File: src/rtl/cart_mapper_pkg.sv
package cart_mapper_pkg;

    localparam int CPU_AW         = 16;
    localparam int PPU_AW         = 14;
    localparam int NIB_W          = 4;
    localparam int NREG           = 8;
    localparam int REG_IDX_W      = $clog2(NREG);
    localparam int REG_STRIDE_LOG = 3;
    localparam int REG_TOP_LSB    = REG_STRIDE_LOG + REG_IDX_W;
    localparam logic [CPU_AW-1:0] REG_BASE = 16'h5000;

    localparam int PRG_BANK_W  = 5;
    localparam int PRG_PAGE_AW = 14;
    localparam int PRG_AW      = PRG_BANK_W + PRG_PAGE_AW;

    localparam int CHR_BANK_W  = 5;
    localparam int CHR_PAGE_AW = 10;
    localparam int CHR_AW      = CHR_BANK_W + CHR_PAGE_AW;
    localparam int CHR_SPACE_W = 13;
    localparam int CHR_SWAP_PG = 7;

    localparam int WRAM_PAGE_W  = 2;
    localparam int WRAM_PAGE_AW = 13;
    localparam int WRAM_AW      = WRAM_PAGE_W + WRAM_PAGE_AW;

    localparam int EXP_PORTS = 4;
    localparam int EXP_IDX_W = $clog2(EXP_PORTS);
    localparam logic [CPU_AW-1:0] EXP_BASE = 16'h5038;
    localparam logic [REG_IDX_W-1:0] EXP_SHADOW_REG = REG_IDX_W'(NREG - 1);

    // register slot assignment
    localparam int RS_PRG_A  = 0;
    localparam int RS_PRG_B  = 1;
    localparam int RS_PRG_HI = 2;
    localparam int RS_CHR_LO = 3;
    localparam int RS_CHR_HI = 4;
    localparam int RS_MIRROR = 5;
    localparam int RS_MODE   = 6;
    localparam int RS_WRAM   = 7;

    typedef logic [NREG-1:0][NIB_W-1:0] regbank_t;

    typedef enum logic [1:0] {
        PRG_FIX_HI = 2'd0,
        PRG_FIX_LO = 2'd1,
        PRG_BOTH   = 2'd2,
        PRG_WIDE   = 2'd3
    } prg_mode_e;

    typedef enum logic [1:0] {
        MIR_VERT  = 2'd0,
        MIR_HORIZ = 2'd1,
        MIR_ONE0  = 2'd2,
        MIR_ONE1  = 2'd3
    } mirror_e;

    typedef struct packed {
        prg_mode_e                prg_mode;
        logic [PRG_BANK_W-1:0]    prg_a;
        logic [PRG_BANK_W-1:0]    prg_b;
        logic [CHR_BANK_W-1:0]    chr_bank;
        logic [WRAM_PAGE_W-1:0]   wram_page;
        mirror_e                  mirror;
    } ctrl_t;

    function automatic ctrl_t decode_regs(input regbank_t r);
        ctrl_t c;
        c.prg_mode  = prg_mode_e'(r[RS_MODE][1:0]);
        c.prg_a     = {r[RS_PRG_HI][0], r[RS_PRG_A]};
        c.prg_b     = {r[RS_PRG_HI][1], r[RS_PRG_B]};
        c.chr_bank  = {r[RS_CHR_HI][0], r[RS_CHR_LO]};
        c.wram_page = r[RS_WRAM][WRAM_PAGE_W-1:0];
        c.mirror    = mirror_e'(r[RS_MIRROR][1:0]);
        return c;
    endfunction

endpackage

File: src/rtl/cart_mapper_regfile.sv
module cart_mapper_regfile
    import cart_mapper_pkg::*;
(
    input  logic              clk,
    input  logic              rst,
    input  logic [CPU_AW-1:0] cpu_addr,
    input  logic [7:0]        cpu_data,
    input  logic              cpu_rw,
    input  logic              cpu_m2,
    input  logic              exp_mode,
    output regbank_t          regs
);
    logic                 m2_q;
    logic                 strobe_fall;
    logic                 addr_hit;
    logic [REG_IDX_W-1:0] slot;
    logic                 slot_blocked;
    logic                 wr_en;

    always_ff @(posedge clk) begin
        if (rst) m2_q <= 1'b0;
        else     m2_q <= cpu_m2;
    end

    always_comb begin
        strobe_fall  = m2_q && !cpu_m2;
        slot         = cpu_addr[REG_TOP_LSB-1:REG_STRIDE_LOG];
        addr_hit     = (cpu_addr[CPU_AW-1:REG_TOP_LSB] == REG_BASE[CPU_AW-1:REG_TOP_LSB])
                    && (cpu_addr[REG_STRIDE_LOG-1:0] == '0);
        slot_blocked = exp_mode && (slot == EXP_SHADOW_REG);
        wr_en        = strobe_fall && !cpu_rw && addr_hit && !slot_blocked;
    end

    always_ff @(posedge clk) begin
        if (rst)        regs <= '0;
        else if (wr_en) regs[slot] <= cpu_data[NIB_W-1:0];
    end
endmodule

File: src/rtl/cart_mapper_prg.sv
module cart_mapper_prg
    import cart_mapper_pkg::*;
(
    input  ctrl_t             ctrl,
    input  logic [CPU_AW-1:0] cpu_addr,
    output logic [PRG_AW-1:0] prg_addr,
    output logic              prg_sel
);
    logic                  upper_half;
    logic [PRG_BANK_W-1:0] page;

    always_comb begin
        upper_half = cpu_addr[PRG_PAGE_AW];
        unique case (ctrl.prg_mode)
            PRG_FIX_HI: page = upper_half ? '1 : ctrl.prg_a;
            PRG_FIX_LO: page = upper_half ? ctrl.prg_a : '0;
            PRG_BOTH:   page = upper_half ? ctrl.prg_b : ctrl.prg_a;
            default:    page = {ctrl.prg_a[PRG_BANK_W-2:0], upper_half};
        endcase
        prg_addr = {page, cpu_addr[PRG_PAGE_AW-1:0]};
        prg_sel  = cpu_addr[CPU_AW-1];
    end
endmodule

File: src/rtl/cart_mapper_aux.sv
module cart_mapper_aux
    import cart_mapper_pkg::*;
(
    input  ctrl_t                ctrl,
    input  logic [CPU_AW-1:0]    cpu_addr,
    input  logic [PPU_AW-1:0]    ppu_addr,
    input  logic                 exp_mode,
    output logic [WRAM_AW-1:0]   wram_addr,
    output logic                 wram_sel,
    output logic [CHR_AW-1:0]    chr_addr,
    output logic                 chr_sel,
    output logic                 nt_a10,
    output logic                 exp_sel,
    output logic [EXP_IDX_W-1:0] exp_idx
);
    logic swap_win;

    always_comb begin
        wram_sel  = cpu_addr[CPU_AW-1:WRAM_PAGE_AW] == 3'b011;
        wram_addr = {ctrl.wram_page, cpu_addr[WRAM_PAGE_AW-1:0]};

        chr_sel  = !ppu_addr[CHR_SPACE_W];
        swap_win = ppu_addr[CHR_SPACE_W-1:CHR_PAGE_AW] == (CHR_SPACE_W-CHR_PAGE_AW)'(CHR_SWAP_PG);
        if (swap_win)
            chr_addr = {ctrl.chr_bank, ppu_addr[CHR_PAGE_AW-1:0]};
        else
            chr_addr = {{(CHR_AW-CHR_SPACE_W){1'b0}}, ppu_addr[CHR_SPACE_W-1:0]};

        unique case (ctrl.mirror)
            MIR_VERT:  nt_a10 = ppu_addr[10];
            MIR_HORIZ: nt_a10 = ppu_addr[11];
            MIR_ONE0:  nt_a10 = 1'b0;
            default:   nt_a10 = 1'b1;
        endcase

        exp_sel = exp_mode && (cpu_addr[CPU_AW-1:EXP_IDX_W] == EXP_BASE[CPU_AW-1:EXP_IDX_W]);
        exp_idx = cpu_addr[EXP_IDX_W-1:0];
    end
endmodule

File: src/rtl/cart_mapper.sv
module cart_mapper
    import cart_mapper_pkg::*;
(
    input  logic                 clk,
    input  logic                 rst,
    input  logic [CPU_AW-1:0]    cpu_addr,
    input  logic [7:0]           cpu_data,
    input  logic                 cpu_rw,
    input  logic                 cpu_m2,
    input  logic                 exp_mode,
    input  logic [PPU_AW-1:0]    ppu_addr,
    output logic [PRG_AW-1:0]    prg_addr,
    output logic                 prg_sel,
    output logic [WRAM_AW-1:0]   wram_addr,
    output logic                 wram_sel,
    output logic [CHR_AW-1:0]    chr_addr,
    output logic                 chr_sel,
    output logic                 nt_a10,
    output logic                 exp_sel,
    output logic [EXP_IDX_W-1:0] exp_idx
);
    regbank_t regs;
    ctrl_t    ctrl;

    cart_mapper_regfile u_regs (
        .clk      (clk),
        .rst      (rst),
        .cpu_addr (cpu_addr),
        .cpu_data (cpu_data),
        .cpu_rw   (cpu_rw),
        .cpu_m2   (cpu_m2),
        .exp_mode (exp_mode),
        .regs     (regs)
    );

    assign ctrl = decode_regs(regs);

    cart_mapper_prg u_prg (
        .ctrl     (ctrl),
        .cpu_addr (cpu_addr),
        .prg_addr (prg_addr),
        .prg_sel  (prg_sel)
    );

    cart_mapper_aux u_aux (
        .ctrl      (ctrl),
        .cpu_addr  (cpu_addr),
        .ppu_addr  (ppu_addr),
        .exp_mode  (exp_mode),
        .wram_addr (wram_addr),
        .wram_sel  (wram_sel),
        .chr_addr  (chr_addr),
        .chr_sel   (chr_sel),
        .nt_a10    (nt_a10),
        .exp_sel   (exp_sel),
        .exp_idx   (exp_idx)
    );
endmodule

File: config.mk
export PLATFORM = sky130hd
export DESIGN_NAME = cart_mapper
export DESIGN_NICKNAME = d
export VERILOG_FILES = /design/src/rtl/cart_mapper_pkg.sv /design/src/rtl/cart_mapper_regfile.sv /design/src/rtl/cart_mapper_prg.sv /design/src/rtl/cart_mapper_aux.sv /design/src/rtl/cart_mapper.sv
export SDC_FILE = /design/constraint.sdc
export NUM_CORES = 1
export LEC_CHECK = 0
export ABC_CLOCK_PERIOD_IN_PS = 4200
export BUFFER_PORTS_ARGS = -buffer_cell sky130_fd_sc_hd__buf_2
export CAP_MARGIN = 30
export CORE_ASPECT_RATIO = 0.6
export CORE_MARGIN = 2
export CORE_UTILIZATION = 46
export DETAILED_ROUTE_END_ITERATION = 8
export PLACE_DENSITY = 0.95
export SETUP_SLACK_MARGIN = 0.4
export SYNTH_ARGS = -nofsm -noshare
export SYNTH_HDL_FRONTEND = slang
export SYNTH_SLANG_ARGS = --single-unit
export TNS_END_PERCENT = 30
File: constraint.sdc
create_clock -name clk -period 4.2 [get_ports clk]
set_input_delay 0.84 -clock clk [delete_from_list [all_inputs] [get_ports clk]]
set_output_delay 0.84 -clock clk [all_outputs]
set_load 0.05 [all_outputs]
Word-level counts from Yosys, hierarchy flattened
Index checks and enable logic that the tools add are counted.
Word-level totals
  register bits after elaboration: 33
  input bits: 43
  output and inout port bits: 56
  logic and storage cells: 44
Operators by class
  magnitude comparators: 2
  equal/unequal tests: 9
  multiplexer cells: 9
  reduce and logical (&&, ||, !) cells: 15
Operators with widths (count)
  $bwmux W32: 1
  $mux W15: 1
  $mux W5: 3
  $pmux W5 S3: 1
  $eq A14 B13 Y1 const B: 1
  $demux W4 S3: 1
  $eq A10 B9 Y1 const B: 1
  $logic_and A1 B1 Y1: 8
  $eq A3 B3 Y1 const B: 2
  $eq A2 B1 Y1 const B: 2
  $eq A2 B2 Y1 const B: 2
  $logic_not A1 Y1: 4
  $logic_not A2 Y1: 2
  $lt A3 B4 Y1 const B: 1
  $mux W4: 1
  $eq A3 B2 Y1 const B: 1
  $ge A3 B1 Y1 const B: 1
  $logic_not A3 Y1: 1
  $pmux W1 S3: 1

Logic depth before layout (Yosys ltp)
Gate-level depths: netlist of run 1.
  depth after elaboration: 5
  gate-level depth with buffers: 5
  gate-level depth less buffers: 4

Modules after synthesis
Synthesis of run 1 repeated with hierarchy kept, for this count alone.
Second synthesis, totals
  cell total of the unflattened synthesis: 217
  area, all modules: 2021.9 sq um
Modules (own cells, without submodules)
  cart_mapper_regfile: instances 1, cells an instance 132, area an instance 1417.6 sq um, seq. area each 660.6 sq um
  cart_mapper_aux: instances 1, cells an instance 45, area an instance 334.1 sq um, seq. area each 0.0 sq um
  cart_mapper_prg: instances 1, cells an instance 40, area an instance 270.3 sq um, seq. area each 0.0 sq um

Worst setup path before layout of run 1
Ideal clock, no wire load.
  kind: input to output
  from: input port cpu_addr[7]
  to: output port exp_sel
  arrival time: 2.910 ns
  data required time: 3.360 ns
  slack: 0.450 ns
  cell stages on the path: 3
  buffers on the path: 0
  cell sequence: nor4b_1 -> nand3b_1 -> nor4_1
Between the ends
  cells in the longest elaborated chain, start to end: 2
RTL lines
  start: declaration: line cart_mapper.sv:6  | input logic [CPU_AW-1:0] cpu_addr,
  $eq A14 B13 Y1: line cart_mapper_aux.sv:36  | exp_sel = exp_mode && (cpu_addr[CPU_AW-1:EXP_IDX_W] == EXP_BASE[CPU_AW-1:EXP_IDX_W]);
  $logic_and A1 B1 Y1: line cart_mapper_aux.sv:36
  end: declaration: line cart_mapper.sv:19  | output logic exp_sel,
No other way between the ends.

Worst setup path in the final report of run 1
Same ends and word-level chain as after synthesis.

==> out/results.txt, run 1 <==
Min Hold Slack: 0.476 ns
Final non-filler cell area: 0.00168 mm^2
Required time at the endpoint of the critical path: 3.36 ns
Clock latency on the worst-skew pair: 0.26 ns
Max FO, Critical Path: 3
Detailed-route DRC error count: 0
Transition time at the pin with the least slew margin: 0.474 ns
RSZ-0062 raised after global routing: no
Number of I/O port buffers: 74
Post-CTS Resized: 0
Seq cells post-synth: 22
Area after detailed placement: 0.00163 mm^2
Setup tns final: 0 ns
Setup Crit Path Kind: primary input to output port
Post-route total power: 498 uW
Post-route insts no fill: 247
Count of pins over their slew limit: 0
Clk sink count: 22
Number of post-CTS setup repair buffers: 0
GRT Overall Usage: 16.3%
DRT iter0 DRCs: 37
CP Data Arrival Time: 2.10 ns
Synthesis warning total: 0
Hold/Removal Path Class: flop to flop
Total number of H-tree levels: 1
Outcome: completed
Minimum period implied by the final worst setup slack: 2.94 ns
Number of fill cells: 322
Remaining Overflow, GRT: 0
Mean Syn Cell Area: 8.96 um^2
Placed wire-length estimate: 2500 um
Worst Setup End Kind: output port
Detail-routed net length per standard cell: 12.6 um
Initial standard-cell utilization of the core: 47.8%
Number of nets produced by synthesis: 215
Via/cell ratio: 4.91
Pwr Density: 296 mW/mm^2
Vert. Die Dim: 48.8 um
Post-Synthesis Cells: 172
Clock transition at the registers of the reported paths: 0.07 ns
Die Area: 0.00385 mm^2
Fmax: 0.340 GHz
Synth cell types: 29
Number of antenna violations at the first check in global routing: 0
Layout cell share with drive strength beyond 1: 40.1%
Area of the placeable core: 0.00322 mm^2
Wire length of the first global-routing pass: 4930 um
Number of buffers inserted by hold repair at cts: 0
Register area share after synthesis: 28.6%
Area delta synth->final: 9.09%
Tcrit/Tclk final: 70.0%
Number of placed instances with taps included: 243
Worst slew margin relative to its limit: 68.3%
Total clock buffers created by CTS: 3
Layout net count: 246
Setup crit start kind: primary input
Vias: 1214
Diodes inserted: 0
Pin count of the biggest net entering global routing: 27
Maximum VDD drop: 0.000196 V
First-pass iteration count of the detailed router: 4
Routability cong.: 0.771
Sequential cell area: 440 um^2
Die span in x: 78.7 um
Number of nets with antenna violations after routing: 0
Multi-input combinational cell area: 741 um^2
Total standard cell area after synthesis: 0.00154 mm^2
# Max-Cap Violations: 0
Cell leakage power: 0.826 nW
Cell at the root of the clock tree: sky130_fd_sc_hd__clkbuf_8
Buffer levels on the longest clock path: 2
Final count of hold timing violations: 0
I/O pin total: 99
Vias in the first global route: 1070
Worst clock skew: 0.00389 ns
Detailed Route WL: 3120 um
Final setup viols: 0
Row count: 16
CTS tree: yes
-- synthesized netlist by cell type, drive strengths merged --
library cell	n	area [um^2]
nand4b	3	26.3
nor4b	2	32.5
or4b	1	10.0
clkbuf	4	15.0
a21oi	6	30.0
dfxtp	22	440
and4	3	26.3
nor2b	4	25.0
inv	5	18.8
nand4	3	18.8
nor4	2	27.5
nand2b	27	169
and2	1	6.26
buf	44	327
nand3	1	5.00
and3b	2	17.5
o21a	3	22.5
nand3b	1	7.51
or4	1	11.3
nor3b	2	15.0
a221o	4	40.0
nand2	6	22.5
mux2i	21	210
nor3	1	5.00
o21ai	1	5.00
nor2	2	7.51
-- metrics by stage --
stage          util, %  setup slack (ns)
2_1_floorplan        -             0.450
3_5_place_dp      50.5              1.25
6_report          52.2              1.26
3_3_place_gp      50.5              1.27
4_1_cts           52.2              1.26
5_1_grt           52.2              1.09
-- layout by cell type, fill, tap and decap left out --
cell type                  count
sky130_fd_sc_hd__dfxtp_1      22
sky130_fd_sc_hd__and3b_1       2
sky130_fd_sc_hd__nor2b_1       4
sky130_fd_sc_hd__or4_4         1
sky130_fd_sc_hd__nor4_1        1
sky130_fd_sc_hd__nand3_1       1
sky130_fd_sc_hd__nor2_1        2
sky130_fd_sc_hd__nor4b_4       1
sky130_fd_sc_hd__a221o_1       4
sky130_fd_sc_hd__o21ai_0       1
sky130_fd_sc_hd__mux2i_1      21
sky130_fd_sc_hd__nand2b_1     27
sky130_fd_sc_hd__nand4_1       3
sky130_fd_sc_hd__and4_1        3
sky130_fd_sc_hd__nor3_1        1
sky130_fd_sc_hd__nor3b_1       2
sky130_fd_sc_hd__inv_1         5
sky130_fd_sc_hd__buf_2        74
sky130_fd_sc_hd__nor4b_1       1
sky130_fd_sc_hd__or4b_1        1
sky130_fd_sc_hd__nand4b_1      3
sky130_fd_sc_hd__a21oi_1       6
sky130_fd_sc_hd__nand3b_1      1
sky130_fd_sc_hd__clkbuf_8      4
sky130_fd_sc_hd__and2_1        1
sky130_fd_sc_hd__o21a_1        3
sky130_fd_sc_hd__nor4_4        1
sky130_fd_sc_hd__nand2_1       6
-- cell type report --
type / count / share of cell area [%]
multi-input combinational: 97 / 44.0
sequential: 22 / 26.2
tap: 45 / 3.35
clock buffer: 4 / 3.27
timing repair buffer: 74 / 22.0
inverter: 5 / 1.12
-- worst max-delay path, stage by stage --
cell,delay [ns]
sky130_fd_sc_hd__buf_2,0.11
sky130_fd_sc_hd__nor4b_1,0.36
sky130_fd_sc_hd__nand3b_1,0.21
sky130_fd_sc_hd__nor4_1,0.28
sky130_fd_sc_hd__buf_2,0.30
-- sequential cells by signal, indices dropped and copies added (netlist names) --
| signal | flops |
|---|---|
| u_regs.regs | 21 |
| u_regs.m2_q | 1 |
-- routing by layer --
layer  global-route usage (%)  share of wire (%)
met4                     3.51               0.67
met3                     4.81                9.1
met1                     22.3                 48
met2                     25.6                 42
met5                        0                  0
-- logic make-up after synthesis --
| logic type | share of synthesized area, % |
|---|---|
| buffers and inverters | 23.4 |
| DFF | 28.6 |
| muxes | 13.6 |
| and+or+nand+nor | 28.1 |
| AOI/OAI and AO/OA | 6.33 |
-- final timing paths --
path         slack (ns)  cells after the start             from              end
min                0.48                      2  u_regs.regs[13]  u_regs.regs[13]
min reg2reg        0.48                      2  u_regs.regs[13]  u_regs.regs[13]
max reg2reg        2.24                      4      u_regs.m2_q  u_regs.regs[15]
max                1.26                      5      cpu_addr[7]          exp_sel
-- power by group --
part           total [mW]  internal (mW)  switching, mW
combinational       0.139         0.0343          0.105
clock               0.150         0.0835         0.0662
sequential          0.209          0.209      0.0000774
total               0.498          0.327          0.171
(Power assumes the default switching activity.)
==> run 2: changes to the inputs <==
--- a/config.mk
+++ b/config.mk
@@ -5,14 +5,14 @@
 export SDC_FILE = /design/constraint.sdc
 export NUM_CORES = 1
 export LEC_CHECK = 0
-export ABC_CLOCK_PERIOD_IN_PS = 4200
+export ABC_CLOCK_PERIOD_IN_PS = 2900
 export BUFFER_PORTS_ARGS = -buffer_cell sky130_fd_sc_hd__buf_2
 export CAP_MARGIN = 30
 export CORE_ASPECT_RATIO = 0.6
 export CORE_MARGIN = 2
-export CORE_UTILIZATION = 46
+export CORE_UTILIZATION = 42
 export DETAILED_ROUTE_END_ITERATION = 8
-export PLACE_DENSITY = 0.95
+export PLACE_DENSITY = 0.89
 export SETUP_SLACK_MARGIN = 0.4
 export SYNTH_ARGS = -nofsm -noshare
 export SYNTH_HDL_FRONTEND = slang
==> constraint.sdc (replaced) <==
create_clock -name clk -period 2.9 [get_ports clk]
set_input_delay 0.58 -clock clk [delete_from_list [all_inputs] [get_ports clk]]
set_output_delay 0.58 -clock clk [all_outputs]
set_load 0.05 [all_outputs]
==> run 2 against run 1 <==
Critical path depth did not move. Utilization decreased by 1.3 points. Non-clock buffer count grew 1. Power grew 46%. Wire length increased by 6.6%. Register-to-register slack lost 1.3 ns. Sequential share of layout area down 0.61 points. First-iteration DRC count increased by 41%. Cell count grew 0.40%. Via count is 3.3% higher. Combinational power up 47%. Clock-buffer cell count stayed put. Critical path type unchanged. Largest power group unchanged.
==> out/results.txt, run 2 (synthesis gave the netlist of run 1 again) <==
Outcome: completed
Detailed Route WL: 3330 um (+6.6%)
Min Hold Slack: 0.478 ns (+0.00242 ns)
Cell leakage power: 0.843 nW (+2.1%)
Maximum VDD drop: 0.000212 V (+8.3%)
Number of buffers and inverters on the critical path: 2 (unchanged)
Clock latency on the worst-skew pair: 0.26 ns (about the same)
Final non-filler cell area: 0.00172 mm^2 (+2.4%)
Layout net count: 247 (+0.41%)
Cell at the root of the clock tree: sky130_fd_sc_hd__clkbuf_8
CP top delay family: simple AND/OR/NAND/NOR gates
Transition time at the pin with the least slew margin: 0.432 ns (-0.0416 ns)
Max FO, Critical Path: 3 (unchanged)
Total number of H-tree levels: 1 (unchanged)
Largest registers in the final layout: u_regs.regs x21, u_regs.m2_q x1
Required time at the endpoint of the critical path: 2.32 ns (-1.04 ns)
Layout cell share with drive strength beyond 1: 41.4% (+1.3 points)
Wire length of the first global-routing pass: 5340 um (+8.4%)
Remaining Overflow, GRT: 0 (unchanged)
Die span in x: 82.2 um (+4.4%)
Worst reg2reg startpoint: u_regs.m2_q
Number of buffers inserted by hold repair at cts: 0 (unchanged)
Worst slack at placement: 0.272 ns (-0.983 ns)
Number of flip-flops in the largest register: 21 (unchanged)
GRT Overall Usage: 16.4% (+0.055 points)
First-pass iteration count of the detailed router: 4 (unchanged)
Number of placed instances with taps included: 243 (unchanged)
Buffer levels on the longest clock path: 2 (unchanged)
Number of antenna violations at the first check in global routing: 0 (unchanged)
Count of pins over their slew limit: 0 (unchanged)
Diodes inserted: 0 (unchanged)
Final design utilization: 50.9% (-1.3 points)
Via/cell ratio: 5.06 (+2.9%)
Series of cell instances along the critical path: buf_2 > nor4b_4 > nand3b_1 > nor4_4 > clkbuf_4
Worst-case reg-to-reg path depth: 4 (unchanged)
Delay of the slowest critical-path stage: 0.30 ns (-0.06 ns)
Minimum setup slack among reg-to-reg paths: 0.96 ns (-1.28 ns)
End point of the critical path: exp_sel
Vert. Die Dim: 50.9 um (+4.3%)
Number of nets with antenna violations after routing: 0 (unchanged)
Placed wire-length estimate: 2520 um (+0.83%)
Initial standard-cell utilization of the core: 45.6% (-2.3 points)
Worst path depth: 5 (unchanged)
I/O pin total: 99 (unchanged)
Worst clock skew: 0.00190 ns (-0.00199 ns)
Routability cong.: 0.800 (+3.7%)
Detailed-route DRC error count: 0 (unchanged)
Most used cells in the layout excluding fill and tap cells: sky130_fd_sc_hd__buf_2 (73), sky130_fd_sc_hd__nand2b_1 (27), sky130_fd_sc_hd__dfxtp_1 (22), sky130_fd_sc_hd__mux2i_1 (21)
Largest register by flop count: u_regs.regs
# Max-Cap Violations: 0 (unchanged)
Tcrit/Tclk final: 82.7%
Worst Setup End Kind: output port
Setup tns final: 0 ns (unchanged)
CP Data Arrival Time: 1.82 ns (-0.28 ns)
Max stage delay cell, worst path: sky130_fd_sc_hd__nor4b_4
Number of cells on the worst hold path: 2 (unchanged)
Final count of hold timing violations: 0 (unchanged)
CTS tree: yes
RSZ-0062 raised after global routing: no
Clk sink count: 22 (unchanged)
Startpoint of the worst setup timing path: cpu_addr[7]
Vias in the first global route: 1121 (+4.8%)
Setup Crit Path Kind: primary input to output port
Worst R2R End: u_regs.regs[15]
Area delta synth->final: 11.7%
Area of the placeable core: 0.00338 mm^2 (+5.0%)
Pin count of the biggest net entering global routing: 27 (unchanged)
Total clock buffers created by CTS: 3 (unchanged)
Post-layout worst setup margin: 0.501 ns (-0.760 ns)
Setup crit start kind: primary input
DRT iter0 DRCs: 52 (+41%)
Post-route total power: 728 uW (+46%)
Minimum period implied by the final worst setup slack: 2.40 ns
Detail-routed net length per standard cell: 13.4 um (+6.2%)
Row count: 16 (unchanged)
Fmax: 0.417 GHz
Area after detailed placement: 0.00164 mm^2 (+0.92%)
Hold/Removal Path Class: flop to flop
Clock transition at the registers of the reported paths: 0.08 ns (about the same)
Number of I/O port buffers: 74 (unchanged)
Post-route insts no fill: 248 (+0.40%)
Leading cell type in the layout, fill and taps excluded: sky130_fd_sc_hd__buf_2
Final setup viols: 0 (unchanged)
Worst slew margin relative to its limit: 71.0% (+2.7 points)
Vias: 1254 (+3.3%)
Die Area: 0.00419 mm^2 (+8.9%)
Pwr Density: 423 mW/mm^2 (+43%)
run 2: cell types whose count changed in the layout (fill, tap and decap cells not counted), sizes merged:
| cell | before | now |
|---|---|---|
| clkbuf | 4 | 5 |
run 2: where the power goes:
part	internal, mW	leakage [nW]	switching [mW]
registers	0.302	0.177	0.000221
clock network	0.121	0.0288	0.100
logic	0.0507	0.637	0.154
total	0.474	0.843	0.254
run 2: metal layers:
layer,vias up,part of all wire [%],track usage (%)
li1,611,-,-
met1,576,48,23.1
met2,65,42,24.1
met3,2,9.3,6.36
met4,0,0.21,2.22
met5,-,0,0
run 2: worst reg2reg max path: stages (launching register included):
cell and delay (ns):
sky130_fd_sc_hd__dfxtp_1 0.32, sky130_fd_sc_hd__or4b_1 0.49, sky130_fd_sc_hd__nor4_4 0.35, sky130_fd_sc_hd__nor4b_4 0.47, sky130_fd_sc_hd__mux2i_1 0.24
run 2: area by class of cell:
| class | count | area [um^2] |
|---|---|---|
| well taps | 45 | 56.3 |
| flip-flops and latches | 22 | 440 |
| inverters | 5 | 18.8 |
| multi-input cells | 97 | 771 |
| fillers | 331 | 1660 |
| repair buffers | 75 | 380 |
| clock buffers | 4 | 55.1 |
run 2: what timing repair did:
| action | in CTS | in global routing |
|---|---|---|
| buffers inserted | 0 | 1 |
| resized for setup | 1 | 2 |
| endpoints found under the setup margin | 1 | 1 |
| pin swaps | 1 | 1 |
run 2: how the worst min path moves through the flow:
stage	startpoint	endpoint	slack (ns)
after floorplan	u_regs.regs[15]	u_regs.regs[15]	0.44
after global placement	u_regs.regs[29]	u_regs.regs[29]	0.46
after detailed placement	u_regs.regs[28]	u_regs.regs[28]	0.47
after CTS	u_regs.regs[28]	u_regs.regs[28]	0.48
after global routing	u_regs.regs[8]	u_regs.regs[8]	0.51
final	u_regs.regs[28]	u_regs.regs[28]	0.48
==> run 3: changes to the inputs <==
--- a/config.mk
+++ b/config.mk
@@ -5,7 +5,7 @@
 export SDC_FILE = /design/constraint.sdc
 export NUM_CORES = 1
 export LEC_CHECK = 0
-export ABC_CLOCK_PERIOD_IN_PS = 2900
+export ABC_CLOCK_PERIOD_IN_PS = 2400
 export BUFFER_PORTS_ARGS = -buffer_cell sky130_fd_sc_hd__buf_2
 export CAP_MARGIN = 30
 export CORE_ASPECT_RATIO = 0.6
==> constraint.sdc (replaced) <==
create_clock -name clk -period 2.4 [get_ports clk]
set_input_delay 0.48 -clock clk [delete_from_list [all_inputs] [get_ports clk]]
set_output_delay 0.48 -clock clk [all_outputs]
set_load 0.05 [all_outputs]
==> run 3 against run 2 <==
Utilization increased by 1.7 points. Highest routed layer unchanged. Global-route usage decreased by 1.3 points. Clock power about the same. Power increased by 15%. Final area increased by 3.4%. Wire length decreased by 6.9%. Sequential share of layout area decreased by 0.84 points. Via count decreased by 2.8%. Flip-flop and latch count unchanged. Worst setup slack got worse by 0.17 ns. Combinational power increased by 21%. Critical endpoint unchanged. Cell count increased by 2.0%.
==> out/results.txt, run 3 (synthesis gave the netlist of run 1 again) <==
Worst Setup End Kind: output port
CP Data Arrival Time: 1.59 ns (-0.23 ns)
Vias: 1219 (-2.8%)
Detailed-route DRC error count: 0 (unchanged)
Buffer levels on the longest clock path: 2 (unchanged)
Initial standard-cell utilization of the core: 45.6% (unchanged)
Diodes inserted: 0 (unchanged)
Number of buffers inserted by hold repair at cts: 0 (unchanged)
Setup crit start kind: primary input
Layout cell share with drive strength beyond 1: 43.3% (+1.9 points)
Number of flip-flops in the largest register: 21 (unchanged)
Setup Crit Path Kind: primary input to output port
Largest register by flop count: u_regs.regs
Number of antenna violations at the first check in global routing: 0 (unchanged)
Minimum setup slack among reg-to-reg paths: 0.56 ns (-0.40 ns)
First-pass iteration count of the detailed router: 4 (unchanged)
Final setup viols: 0 (unchanged)
GR Layer Usage met2: 22.0% (-2.0 points)
Met3 usage in global routing: 4.95% (-1.4 points)
Maximum VDD drop: 0.000246 V (+16%)
Count of pins over their slew limit: 0 (unchanged)
Row count: 16 (unchanged)
Detail-routed net length per standard cell: 12.2 um (-8.8%)
Area delta synth->final: 15.5%
Remaining Overflow, GRT: 0 (unchanged)
Met1 global-route usage: 22.2% (-0.90 points)
Largest registers in the final layout: u_regs.regs x21, u_regs.m2_q x1
Number of nets with antenna violations after routing: 0 (unchanged)
CTS tree: yes
Terminating pin of the worst hold path: u_regs.m2_q
Via/cell ratio: 4.82 (-4.7%)
Transition time at the pin with the least slew margin: 0.330 ns (-0.103 ns)
RSZ-0062 raised after global routing: yes
Minimum period implied by the final worst setup slack: 2.07 ns
Vias in the first global route: 1033 (-7.9%)
I/O pin total: 99 (unchanged)
Final count of hold timing violations: 0 (unchanged)
Layout net count: 253 (+2.4%)
Outcome: completed
Worst slew margin relative to its limit: 78.0% (+7.1 points)
Fmax: 0.482 GHz
Hold wc startpoint: cpu_m2
Number of placed instances with taps included: 245 (+0.82%)
Wire length of the first global-routing pass: 4860 um (-8.9%)
Required time at the endpoint of the critical path: 1.92 ns (-0.40 ns)
Post-route insts no fill: 253 (+2.0%)
Vert. Die Dim: 50.9 um (unchanged)
Most used cells in the layout excluding fill and tap cells: sky130_fd_sc_hd__buf_2 (70), sky130_fd_sc_hd__nand2b_1 (27), sky130_fd_sc_hd__dfxtp_1 (22), sky130_fd_sc_hd__mux2i_1 (21), sky130_fd_sc_hd__buf_4 (7)
Number of I/O port buffers: 74 (unchanged)
Number of cells on the worst hold path: 2 (unchanged)
Area of the placeable core: 0.00338 mm^2 (unchanged)
Tcrit/Tclk final: 86.4%
Die Area: 0.00419 mm^2 (unchanged)
Worst-case reg-to-reg path depth: 5 (+1)
Worst clock skew: 0.00271 ns (+0.000808 ns)
Cell leakage power: 0.877 nW (+4.0%)
Die span in x: 82.2 um (unchanged)
Clock transition at the registers of the reported paths: 0.07 ns (about the same)
Total number of H-tree levels: 1 (unchanged)
Worst reg2reg startpoint: u_regs.m2_q
Cell at the root of the clock tree: sky130_fd_sc_hd__clkbuf_8
Leading cell type in the layout, fill and taps excluded: sky130_fd_sc_hd__buf_2
Pwr Density: 470 mW/mm^2 (+11%)
Clk sink count: 22 (unchanged)
Setup tns final: 0 ns (unchanged)
Routability cong.: 0.766 (-4.3%)
Pin count of the biggest net entering global routing: 27 (unchanged)
Max FO, Critical Path: 3 (unchanged)
Detailed Route WL: 3100 um (-6.9%)
Total clock buffers created by CTS: 3 (unchanged)
Post-route total power: 838 uW (+15%)
Final design utilization: 52.6% (+1.7 points)
Hold/Removal Path Class: primary input to flop
Clock latency on the worst-skew pair: 0.26 ns (about the same)
DRT iter0 DRCs: 33 (-37%)
Layer with the highest usage: met1
GRT Overall Usage: 15.1% (-1.3 points)
Worst R2R End: u_regs.regs[4]
# Max-Cap Violations: 0 (unchanged)
Placed wire-length estimate: 2380 um (-5.3%)
## run 3: final cells by class
| type | count | area, um^2 |
|---|---|---|
| timing repair buffer | 81 | 448 |
| inverter | 5 | 18.8 |
| tap | 45 | 56.3 |
| clock buffer | 3 | 41.3 |
| multi-input combinational | 97 | 776 |
| fill | 319 | 1600 |
| sequential | 22 | 440 |
## run 3: how the worst max path moves through the flow
| stage | cells after the start | end | start |
|---|---|---|---|
| 2_1_floorplan | 3 | exp_sel | cpu_addr[7] |
| 3_3_place_gp | 5 | exp_sel | cpu_addr[7] |
| 3_5_place_dp | 5 | exp_sel | cpu_addr[7] |
| 5_1_grt | 4 | exp_sel | cpu_addr[8] |
| 6_report | 4 | exp_sel | cpu_addr[8] |
| 4_1_cts | 4 | exp_sel | cpu_addr[2] |
## run 3: power breakdown
| part | leakage [nW] | internal [mW] | switching, mW |
|---|---|---|---|
| clock | 0.0216 | 0.112 | 0.111 |
| combinational | 0.678 | 0.0650 | 0.184 |
| sequential | 0.177 | 0.366 | 0.000210 |
| total | 0.877 | 0.542 | 0.295 |
## run 3: critical path, cell delays in order
cell                     delay (ns)
sky130_fd_sc_hd__buf_6         0.09
sky130_fd_sc_hd__or4_4         0.54
sky130_fd_sc_hd__nor4_4        0.28
sky130_fd_sc_hd__buf_6         0.20
## run 3: timing repair
action,4_1_cts,5_1_grt
gates resized for setup,6,2
hold endpoints to repair,0,0
setup endpoints to repair,2,19
pin swaps,3,2
setup buffers,1,4
cloned,0,0
## run 3: through the flow
stage                     hold slack [ns]  instance area (um^2)  setup slack (ns)
final                               0.448                  1780             0.327
after CTS                           0.448                  1740             0.326
after global routing                0.458                  1780             0.282
after detailed placement            0.462                  1660            0.0806
after floorplan                     0.445                  1560             0.213
after global placement              0.462                  1660             0.134
## run 3: per-layer routing
layer / wire length (um) / vias to the layer above
met5: 0 / -
met2: 1280 / 47
met3: 227 / 4
met4: 14 / 0
met1: 1570 / 550
li1: - / 618
